--- src/rtl/ipi_pkg.sv ---
package ipi_pkg;
  typedef enum logic [1:0] {
    OP_VEC  = 2'd0,
    OP_MAIL = 2'd1,
    OP_ANY  = 2'd2,
    OP_RSVD = 2'd3
  } ipi_op_e;

  typedef enum logic [1:0] {
    ST_IDLE  = 2'd0,
    ST_READ  = 2'd1,
    ST_WRITE = 2'd2,
    ST_DONE  = 2'd3
  } ipi_st_e;

  localparam int CMD_W    = 64;
  localparam int WORD_W   = 32;
  localparam int BYTES    = WORD_W / 8;
  localparam int ID_LSB   = 16;
  localparam int ID_W     = 10;
  localparam int VEC_W    = 5;
  localparam int MASK_LSB = 27;
  localparam int MBX_OFS  = 'h20;
endpackage

--- src/rtl/ipi_cmd_decode.sv ---
module ipi_cmd_decode
  import ipi_pkg::*;
#(
  parameter int NUM_CORES = 4,
  parameter int CORE_W    = 2,
  parameter int ADDR_W    = 16,
  parameter int MBX_BASE  = 'h1000
) (
  input  ipi_op_e              op,
  input  logic                 wide,
  input  logic [CMD_W-1:0]     data,
  output logic                 ok,
  output logic [CORE_W-1:0]    core,
  output logic [VEC_W-1:0]     vec,
  output logic [ADDR_W-1:0]    addr,
  output logic [BYTES-1:0]     keep,
  output logic [WORD_W-1:0]    upper
);
  logic [ID_W-1:0] tgt_id;
  logic            in_range;
  logic            shape_ok;
  logic            unused_bits;

  assign tgt_id   = data[ID_LSB +: ID_W];
  assign in_range = (int'(tgt_id) < NUM_CORES);
  assign core     = tgt_id[CORE_W-1:0];
  assign vec      = data[VEC_W-1:0];
  assign keep     = data[MASK_LSB +: BYTES];
  assign upper    = data[CMD_W-1 -: WORD_W];
  assign unused_bits = ^{data[31], data[26]};

  always_comb begin
    unique case (op)
      OP_VEC:          shape_ok = !wide;
      OP_MAIL, OP_ANY: shape_ok = wide;
      default:         shape_ok = 1'b0;
    endcase
  end

  assign ok = in_range && shape_ok;

  always_comb begin
    unique case (op)
      OP_MAIL: addr = ADDR_W'(MBX_BASE) + ADDR_W'(MBX_OFS)
                      + ADDR_W'({data[4:2], 2'b00});
      OP_ANY:  addr = data[ADDR_W-1:0];
      default: addr = '0;
    endcase
  end
endmodule

--- src/rtl/ipi_byte_merge.sv ---
module ipi_byte_merge #(
  parameter int BYTES = 4
) (
  input  logic [BYTES-1:0]   keep,
  input  logic [8*BYTES-1:0] old_word,
  input  logic [8*BYTES-1:0] new_word,
  output logic [8*BYTES-1:0] merged
);
  for (genvar b = 0; b < BYTES; b++) begin : g_lane
    assign merged[8*b +: 8] = keep[b] ? old_word[8*b +: 8] : new_word[8*b +: 8];
  end
endmodule

--- src/rtl/ipi_dispatch.sv ---
module ipi_dispatch
  import ipi_pkg::*;
#(
  parameter int NUM_CORES = 4,
  parameter int ADDR_W    = 16,
  parameter int MBX_BASE  = 'h1000,
  localparam int CORE_W   = (NUM_CORES > 1) ? $clog2(NUM_CORES) : 1
) (
  input  logic               clk,
  input  logic               rst_n,
  input  logic               cmd_valid,
  output logic               cmd_ready,
  input  logic [1:0]         cmd_op,
  input  logic               cmd_wide,
  input  logic [63:0]        cmd_data,
  output logic               done_pulse,
  output logic               done_err,
  output logic               sig_valid,
  output logic [CORE_W-1:0]  sig_core,
  output logic [4:0]         sig_vec,
  output logic               mst_req,
  output logic               mst_we,
  output logic [CORE_W-1:0]  mst_core,
  output logic [ADDR_W-1:0]  mst_addr,
  output logic [31:0]        mst_wdata,
  input  logic               mst_ack,
  input  logic [31:0]        mst_rdata
);
  ipi_st_e             state;
  ipi_op_e             op_in;
  logic                dec_ok;
  logic [CORE_W-1:0]   dec_core;
  logic [VEC_W-1:0]    dec_vec;
  logic [ADDR_W-1:0]   dec_addr;
  logic [BYTES-1:0]    dec_keep;
  logic [WORD_W-1:0]   dec_upper;
  logic [WORD_W-1:0]   merged;

  logic                r_is_vec;
  logic                r_err;
  logic [CORE_W-1:0]   r_core;
  logic [VEC_W-1:0]    r_vec;
  logic [ADDR_W-1:0]   r_addr;
  logic [BYTES-1:0]    r_keep;
  logic [WORD_W-1:0]   r_word;

  assign op_in = ipi_op_e'(cmd_op);

  ipi_cmd_decode #(
    .NUM_CORES (NUM_CORES),
    .CORE_W    (CORE_W),
    .ADDR_W    (ADDR_W),
    .MBX_BASE  (MBX_BASE)
  ) u_dec (
    .op    (op_in),
    .wide  (cmd_wide),
    .data  (cmd_data),
    .ok    (dec_ok),
    .core  (dec_core),
    .vec   (dec_vec),
    .addr  (dec_addr),
    .keep  (dec_keep),
    .upper (dec_upper)
  );

  ipi_byte_merge #(.BYTES(BYTES)) u_merge (
    .keep     (r_keep),
    .old_word (mst_rdata),
    .new_word (r_word),
    .merged   (merged)
  );

  always_ff @(posedge clk or negedge rst_n) begin
    if (!rst_n) begin
      state    <= ST_IDLE;
      r_is_vec <= 1'b0;
      r_err    <= 1'b0;
      r_core   <= '0;
      r_vec    <= '0;
      r_addr   <= '0;
      r_keep   <= '0;
      r_word   <= '0;
    end else begin
      unique case (state)
        ST_IDLE: if (cmd_valid) begin
          r_is_vec <= (op_in == OP_VEC);
          r_err    <= !dec_ok;
          r_core   <= dec_core;
          r_vec    <= dec_vec;
          r_addr   <= dec_addr;
          r_keep   <= dec_keep;
          r_word   <= dec_upper;
          if (!dec_ok || op_in == OP_VEC) state <= ST_DONE;
          else if (dec_keep != '0)        state <= ST_READ;
          else                            state <= ST_WRITE;
        end
        ST_READ: if (mst_ack) begin
          r_word <= merged;
          state  <= ST_WRITE;
        end
        ST_WRITE: if (mst_ack) state <= ST_DONE;
        default: state <= ST_IDLE;
      endcase
    end
  end

  assign cmd_ready  = (state == ST_IDLE);
  assign mst_req    = (state == ST_READ) || (state == ST_WRITE);
  assign mst_we     = (state == ST_WRITE);
  assign mst_core   = r_core;
  assign mst_addr   = r_addr;
  assign mst_wdata  = r_word;
  assign done_pulse = (state == ST_DONE);
  assign done_err   = (state == ST_DONE) && r_err;
  assign sig_valid  = (state == ST_DONE) && r_is_vec && !r_err;
  assign sig_core   = r_core;
  assign sig_vec    = r_vec;

  assert_busy_after_accept_R1: assert property (@(posedge clk) disable iff (!rst_n)
    (cmd_valid && cmd_ready) |=> !cmd_ready);

  assert_err_without_access_R2: assert property (@(posedge clk) disable iff (!rst_n)
    (done_pulse && done_err) |-> $past(cmd_valid && cmd_ready));

  assert_strobe_with_ok_done_R3: assert property (@(posedge clk) disable iff (!rst_n)
    sig_valid |-> (done_pulse && !done_err));

  assert_read_then_write_R6: assert property (@(posedge clk) disable iff (!rst_n)
    (mst_req && !mst_we && mst_ack) |=> (mst_req && mst_we && $stable(mst_addr)));

  assert_req_held_R9: assert property (@(posedge clk) disable iff (!rst_n)
    (mst_req && !mst_ack) |=> (mst_req && $stable(mst_we) && $stable(mst_addr)
                               && $stable(mst_wdata) && $stable(mst_core)));

  assert_done_after_write_R9: assert property (@(posedge clk) disable iff (!rst_n)
    (mst_req && mst_we && mst_ack) |=> (done_pulse && !done_err));
endmodule

--- config.mk ---
export PLATFORM = sky130hd
export DESIGN_NAME = ipi_dispatch
export DESIGN_NICKNAME = d
export VERILOG_FILES = /design/src/rtl/ipi_pkg.sv /design/src/rtl/ipi_cmd_decode.sv /design/src/rtl/ipi_byte_merge.sv /design/src/rtl/ipi_dispatch.sv
export SDC_FILE = /design/constraint.sdc
export NUM_CORES = 1
export LEC_CHECK = 0
export ABC_AREA = 1
export BUFFER_PORTS_ARGS = -buffer_cell sky130_fd_sc_hd__buf_2
export CAP_MARGIN = 10
export CORE_MARGIN = 3
export CORE_UTILIZATION = 44
export CTS_CLUSTER_SIZE = 10
export DETAILED_ROUTE_END_ITERATION = 12
export HOLD_SLACK_MARGIN = 0.08
export PLACE_DENSITY_LB_ADDON = 0.2
export SETUP_SLACK_MARGIN = 0.02
export SLEW_MARGIN = 5
export SYNTH_ARGS = -nofsm -noshare
export SYNTH_HDL_FRONTEND = slang
export SYNTH_HIERARCHICAL = 1
export SYNTH_SLANG_ARGS = --single-unit
--- constraint.sdc ---
create_clock -name clk -period 1.6 [get_ports clk]
set_input_delay 0.16 -clock clk [delete_from_list [all_inputs] [get_ports clk]]
set_output_delay 0.16 -clock clk [all_outputs]
set_load 0.005 [all_outputs]
=== Word-level counts from Yosys, hierarchy flattened ===
Index checks and enable logic that the tools add are counted.

* Bits in registers: 63
* Word-level logic and storage cells: 60
* Bits of input ports: 103

* Reduce and logical (&&, ||, !) cells: 20
* Order comparisons: 1
* Add/sub/neg operators: 1
* Equality and inequality tests: 12
* Multiplexer cells: 15

{| class="wikitable"
|+ Operators by type and width
! operator !! number
|-
| $mux W32 || 2
|-
| $pmux W32 S2 || 1
|-
| $mux W8 || 4
|-
| $pmux W16 S2 || 1
|-
| $reduce_and A4 Y1 || 4
|-
| $add A13 B5 Y14 const A || 1
|-
| $ne A2 B2 Y1 const B || 6
|-
| $lt A10 B3 Y1 const B || 1
|-
| $mux W2 || 5
|-
| $eq A2 B2 Y1 const B || 3
|-
| $pmux W2 S3 || 1
|-
| $eq A2 B1 Y1 const B || 2
|-
| $logic_and A1 B1 Y1 || 4
|-
| $logic_not A2 Y1 || 2
|-
| $reduce_bool A4 Y1 || 1
|-
| $logic_not A1 Y1 || 3
|-
| $reduce_and A3 Y1 || 1
|-
| $logic_or A1 B1 Y1 || 2
|-
| $ne A2 B1 Y1 const B || 1
|-
| $pmux W1 S2 || 1
|-
| $reduce_and A2 Y1 || 1
|-
| $reduce_bool A2 Y1 || 1
|-
| $reduce_or A2 Y1 || 1
|}

=== Logic depth before layout (Yosys ltp) ===
* Word-level depth: 9
* Depth in mapped cells: 13
* Gate-level depth less buffers: 13

=== Modules after synthesis ===
The synthesis kept the hierarchy.

{| class="wikitable"
|+ Modules (own cells, without submodules)
! module !! cells an instance !! seq. area each (sq um) !! instances !! area an instance (sq um)
|-
| ipi_dispatch || 305 || 1576.5 || 1 || 2861.5
|-
| ipi_cmd_decode || 97 || 0.0 || 1 || 565.5
|-
| ipi_byte_merge || 104 || 0.0 || 1 || 420.4
|}

=== Worst setup path after synthesis ===
OpenSTA, ideal clock, no wires.

* Path kind: register -> register
* Start point: reg state[1]
* End point: reg r_word[0] (netlist: mst_wdata[0])
* Path buffers: 1
* Arrival: 1.395 ns
* Library setup time: 0.127 ns
* Clock period less this slack: 1.522 ns
* Cell stages (with the launch flop): 7
* Required time: 1.473 ns
* Path slack: 0.078 ns
* Cell sequence: dfrtp_1 inv_1 ha_1 nand2_1 o211ai_4 clkbuf_2 o21ai_0

* Cells in the longest elaborated chain, start to end: 3
* Elaborated cells between the ends (all ways): 8

{| class="wikitable"
|+ Ends and longest elaborated chain
! item !! RTL line !! RTL
|-
| start: declaration || ipi_dispatch.sv:29 || <nowiki>ipi_st_e state;</nowiki>
|-
| start signal: assignment || ipi_dispatch.sv:75 || <nowiki>state <= ST_IDLE;</nowiki>
|-
| start signal: assignment || ipi_dispatch.sv:93 || <nowiki>if (!dec_ok || op_in == OP_VEC) state <= ST_DONE;</nowiki>
|-
| start signal: assignment || ipi_dispatch.sv:94 || <nowiki>else if (dec_keep != '0) state <= ST_READ;</nowiki>
|-
| $logic_not A2 Y1 * || n/a ||
|-
| net cmd_ready || ipi_dispatch.sv:12 || <nowiki>output logic cmd_ready,</nowiki>
|-
| $ne A2 B2 Y1 (no line) or $reduce_bool A2 Y1 (tied branches) || n/a ||
|-
| $reduce_and A4 Y1 (no line) || n/a ||
|-
| end signal: assignment || ipi_dispatch.sv:92 || <nowiki>r_word <= dec_upper;</nowiki>
|-
| end signal: assignment || ipi_dispatch.sv:98 || <nowiki>r_word <= merged;</nowiki>
|-
| end: declaration || ipi_dispatch.sv:45 || <nowiki>logic [WORD_W-1:0] r_word;</nowiki>
|}

Mark *: on every way through the listed nets, which the timed path passes. The rest lies on a longest branch.
A chain may end at the register's enable or synchronous reset.

=== Worst setup path after layout ===
* Start point: reg state[1]
* End point: out sig_valid

* Cells in the longest elaborated chain, start to end: 3

{| class="wikitable"
|+ Ends and longest elaborated chain
! item !! RTL line !! RTL
|-
| $eq A2 B2 Y1 || ipi_dispatch.sv:115 || <nowiki>assign sig_valid = (state == ST_DONE) && r_is_vec && !r_err;</nowiki>
|-
| $logic_and A1 B1 Y1 (2 in a row) || ipi_dispatch.sv:115 ||
|-
| end: declaration || ipi_dispatch.sv:18 || <nowiki>output logic sig_valid,</nowiki>
|}

Every way passes these cells.

==> qor.txt <==
=================================================================================
Result of the run                                                    finished, final reports clean
Reported max-cap violation count                                                0
Crit end category                                                     output port
Global-route congestion overflow total                                          0
Number of DRC violations after detailed-routing iteration 0                   107
Largest area contributor in the synthesized netlist                  sky130_fd_sc_hd__dfrtp_1
Final worst hold slack                                                   0.109 ns
Worst-path maximum fanout                                                       5
Total routing resource utilization after global routing                     0.188
PnR Total Power                                                           8.69 mW
Nets in the synthesized netlist                                               617
Sequential fraction of the synthesis area                                   0.410
Number of standard cells in the final layout excluding fillers                751
DIE AREA                                                                 9900 um2
Placed cell count                                                             723
Arrival time reported for the critical path endpoint                      1.29 ns
Per-instance average area after synthesis                                7.60 um2
Standard-cell row count                                                        33
Path type of the worst min-delay path                                      in2reg
Final #Nets                                                                   752
Die Span Y                                                                99.5 um
TritonCTS clock tree                                                        built
Unrepaired setup endpoints after global routing                                no
Post-synthesis cell count                                                     506
Routed vias                                                                  3414
Clock slew seen by the registers of the worst setup and hold paths        0.07 ns
Vias in the first global route                                               3347
Final design area excluding fillers                                      4820 um2
Drt wl/cell                                                               12.0 um
Fraction of layout instances using a drive strength above 1                 0.319
Bufs on Longest Clock Path                                                      2
Ports placed on the boundary                                                  166
Peak supply drop                                                       0.000695 V
Final critical delay including setup and external delays                  1.45 ns
Area Growth Syn to Fin                                                      25.2%
Number of setup violations in the final report                                  0
1st-pass router iterations                                                      4
Residual antenna-violating net count after detailed routing                     0
Worst EP required                                                         1.44 ns
DRT Wirelength                                                            9020 um
Number of design rule violations left after detail routing                      0
Routability Congestion                                                      0.832
Pin count of the biggest net entering global routing                           33
TritonCTS Buffers                                                               9
Initial cell density of the core                                            0.461
Yosys synthesis warning count                                                   6
Tightest Pin Transition                                                  0.557 ns
Top cells by area in the synthesized netlist                         sky130_fd_sc_hd__dfrtp_1 (41%), sky130_fd_sc_hd__nand2_1 (24%), sky130_fd_sc_hd__buf_4 (9.0%)
Root Buffer Master                                                   sky130_fd_sc_hd__clkbuf_8
Normalized max-slew margin                                                  0.629
Cell area reported after detailed placement                              4480 um2
Power density cells                                                   1800 nW/um2
Sum of negative setup slack                                                  0 ns
Fmax                                                                      688 MHz
Setup Crit Path Kind                                                      reg2out
Most common cell after layout, fill and taps aside                   sky130_fd_sc_hd__nand2_1
Highest-count cells in the layout ignoring fill and taps             sky130_fd_sc_hd__nand2_1 (245), sky130_fd_sc_hd__buf_2 (163), sky130_fd_sc_hd__dfrtp_1 (63)
Initial antenna violation count                                                 0
Portion of synthesized cell area occupied by the leading cell type          0.410
Area of the core                                                         8340 um2
Detailed placer's ending HPWL                                             6980 um
Clock tree skew after final layout                                     0.00755 ns
Period utilisation layout                                                   0.908
CTS Sinks                                                                      63
Yosys reg bits                                                                 63
Count of unique library cells instantiated by Yosys                            17
H-Tree Depth                                                                    3
First-pass GRT wire length                                               15200 um
Leakage power figure                                                      2.87 nW
Final hold violations                                                           0
Die Width                                                                 99.5 um
Count of buffers from port buffering                                          163
Detail-routed via count per cell                                             4.55
Final antenna diode count                                                       0
Nature of the critical path startpoint                                       flop
Clk_lat worst skew                                                        0.32 ns
Netlist area before placement                                            3850 um2
Max-slew violation total from the final report                                  0
=================================================================================
-- synthesized netlist by cell type (all sizes together) --
master,count
o211ai,1
inv,35
ha,8
nor2,20
a21boi,1
nand3,1
dfrtp,63
mux2i,32
o21ai,35
buf,60
nand2,245
clkbuf,5
-- cell type report --
cell class	instances	area (um2)
fillers	815	3520
multi-input cells	343	1670
flip-flops and latches	63	1580
repair buffers	189	1120
clock buffers	12	145
inverters	35	131
well taps	105	131
clock inverters	4	45.0
-- state kept, by name, summed over array words and instances (netlist names) --
signal,count
mst_addr,16
mst_core,2
mst_wdata,32
r_err,1
r_is_vec,1
r_keep,4
sig_vec,5
state,2
-- critical path, stage by stage (launching register included) --
cell                      delay, ns
sky130_fd_sc_hd__dfrtp_1       0.40
sky130_fd_sc_hd__buf_4         0.16
sky130_fd_sc_hd__ha_1          0.21
sky130_fd_sc_hd__nand2_1       0.06
sky130_fd_sc_hd__nor2_1        0.03
sky130_fd_sc_hd__buf_2         0.12
-- logic make-up (layout without fill, tap and decap cells) --
kind of cell	Yosys count	count (layout)	synth area share
buf+inv	100	240	0.162
flops	63	63	0.410
simple gates	266	266	0.260
compound gates	37	37	0.0589
mux	32	32	0.0833
fa+ha+maj	8	8	0.0260
-- path summary, 6_finish.rpt --
path                                   start             to  slack, ns  cells after the start
worst max-delay path                state[1]      sig_valid       0.15                      5
worst min-delay path            cmd_data[14]   mst_addr[14]       0.11                      5
worst max register to register      state[0]  mst_wdata[17]       0.17                      5
worst min register to register  mst_addr[13]   mst_addr[13]       0.48                      2
max in group asynchronous              rst_n   mst_addr[11]       0.73                      3
min in group asynchronous              rst_n  mst_wdata[11]       0.36                      2
-- per-layer routing --
layer  vias to the layer above  wire (um)  global-route usage
li1                       1777          -                   -
met1                      1508       3920               0.234
met2                       125       4340               0.322
met3                         4        704              0.0449
met4                         0         51              0.0609
met5                         -          0                   0
-- per-stage QoR --
step                       util  setup slack, ns
after floorplan               -           0.0775
after global placement    0.538           0.0986
after detailed placement  0.538           0.0110
after CTS                 0.575           0.0765
after global routing      0.578           0.0424
final                     0.578            0.146
-- power breakdown --
part	switching (mW)	internal, mW	leakage, nW
combinational	2.34	2.06	1.97
clock	0.567	0.756	0.100
sequential	0.602	2.36	0.799
total	3.51	5.17	2.87
-- repair_timing --
item,in CTS,in global routing
setup endpoints to repair,17,23
hold buffers,12,0
resized for setup,1,3
endpoints found under the hold margin,31,0
setup buffers,0,0
Note: power is estimated with default switching activity, not from simulation.
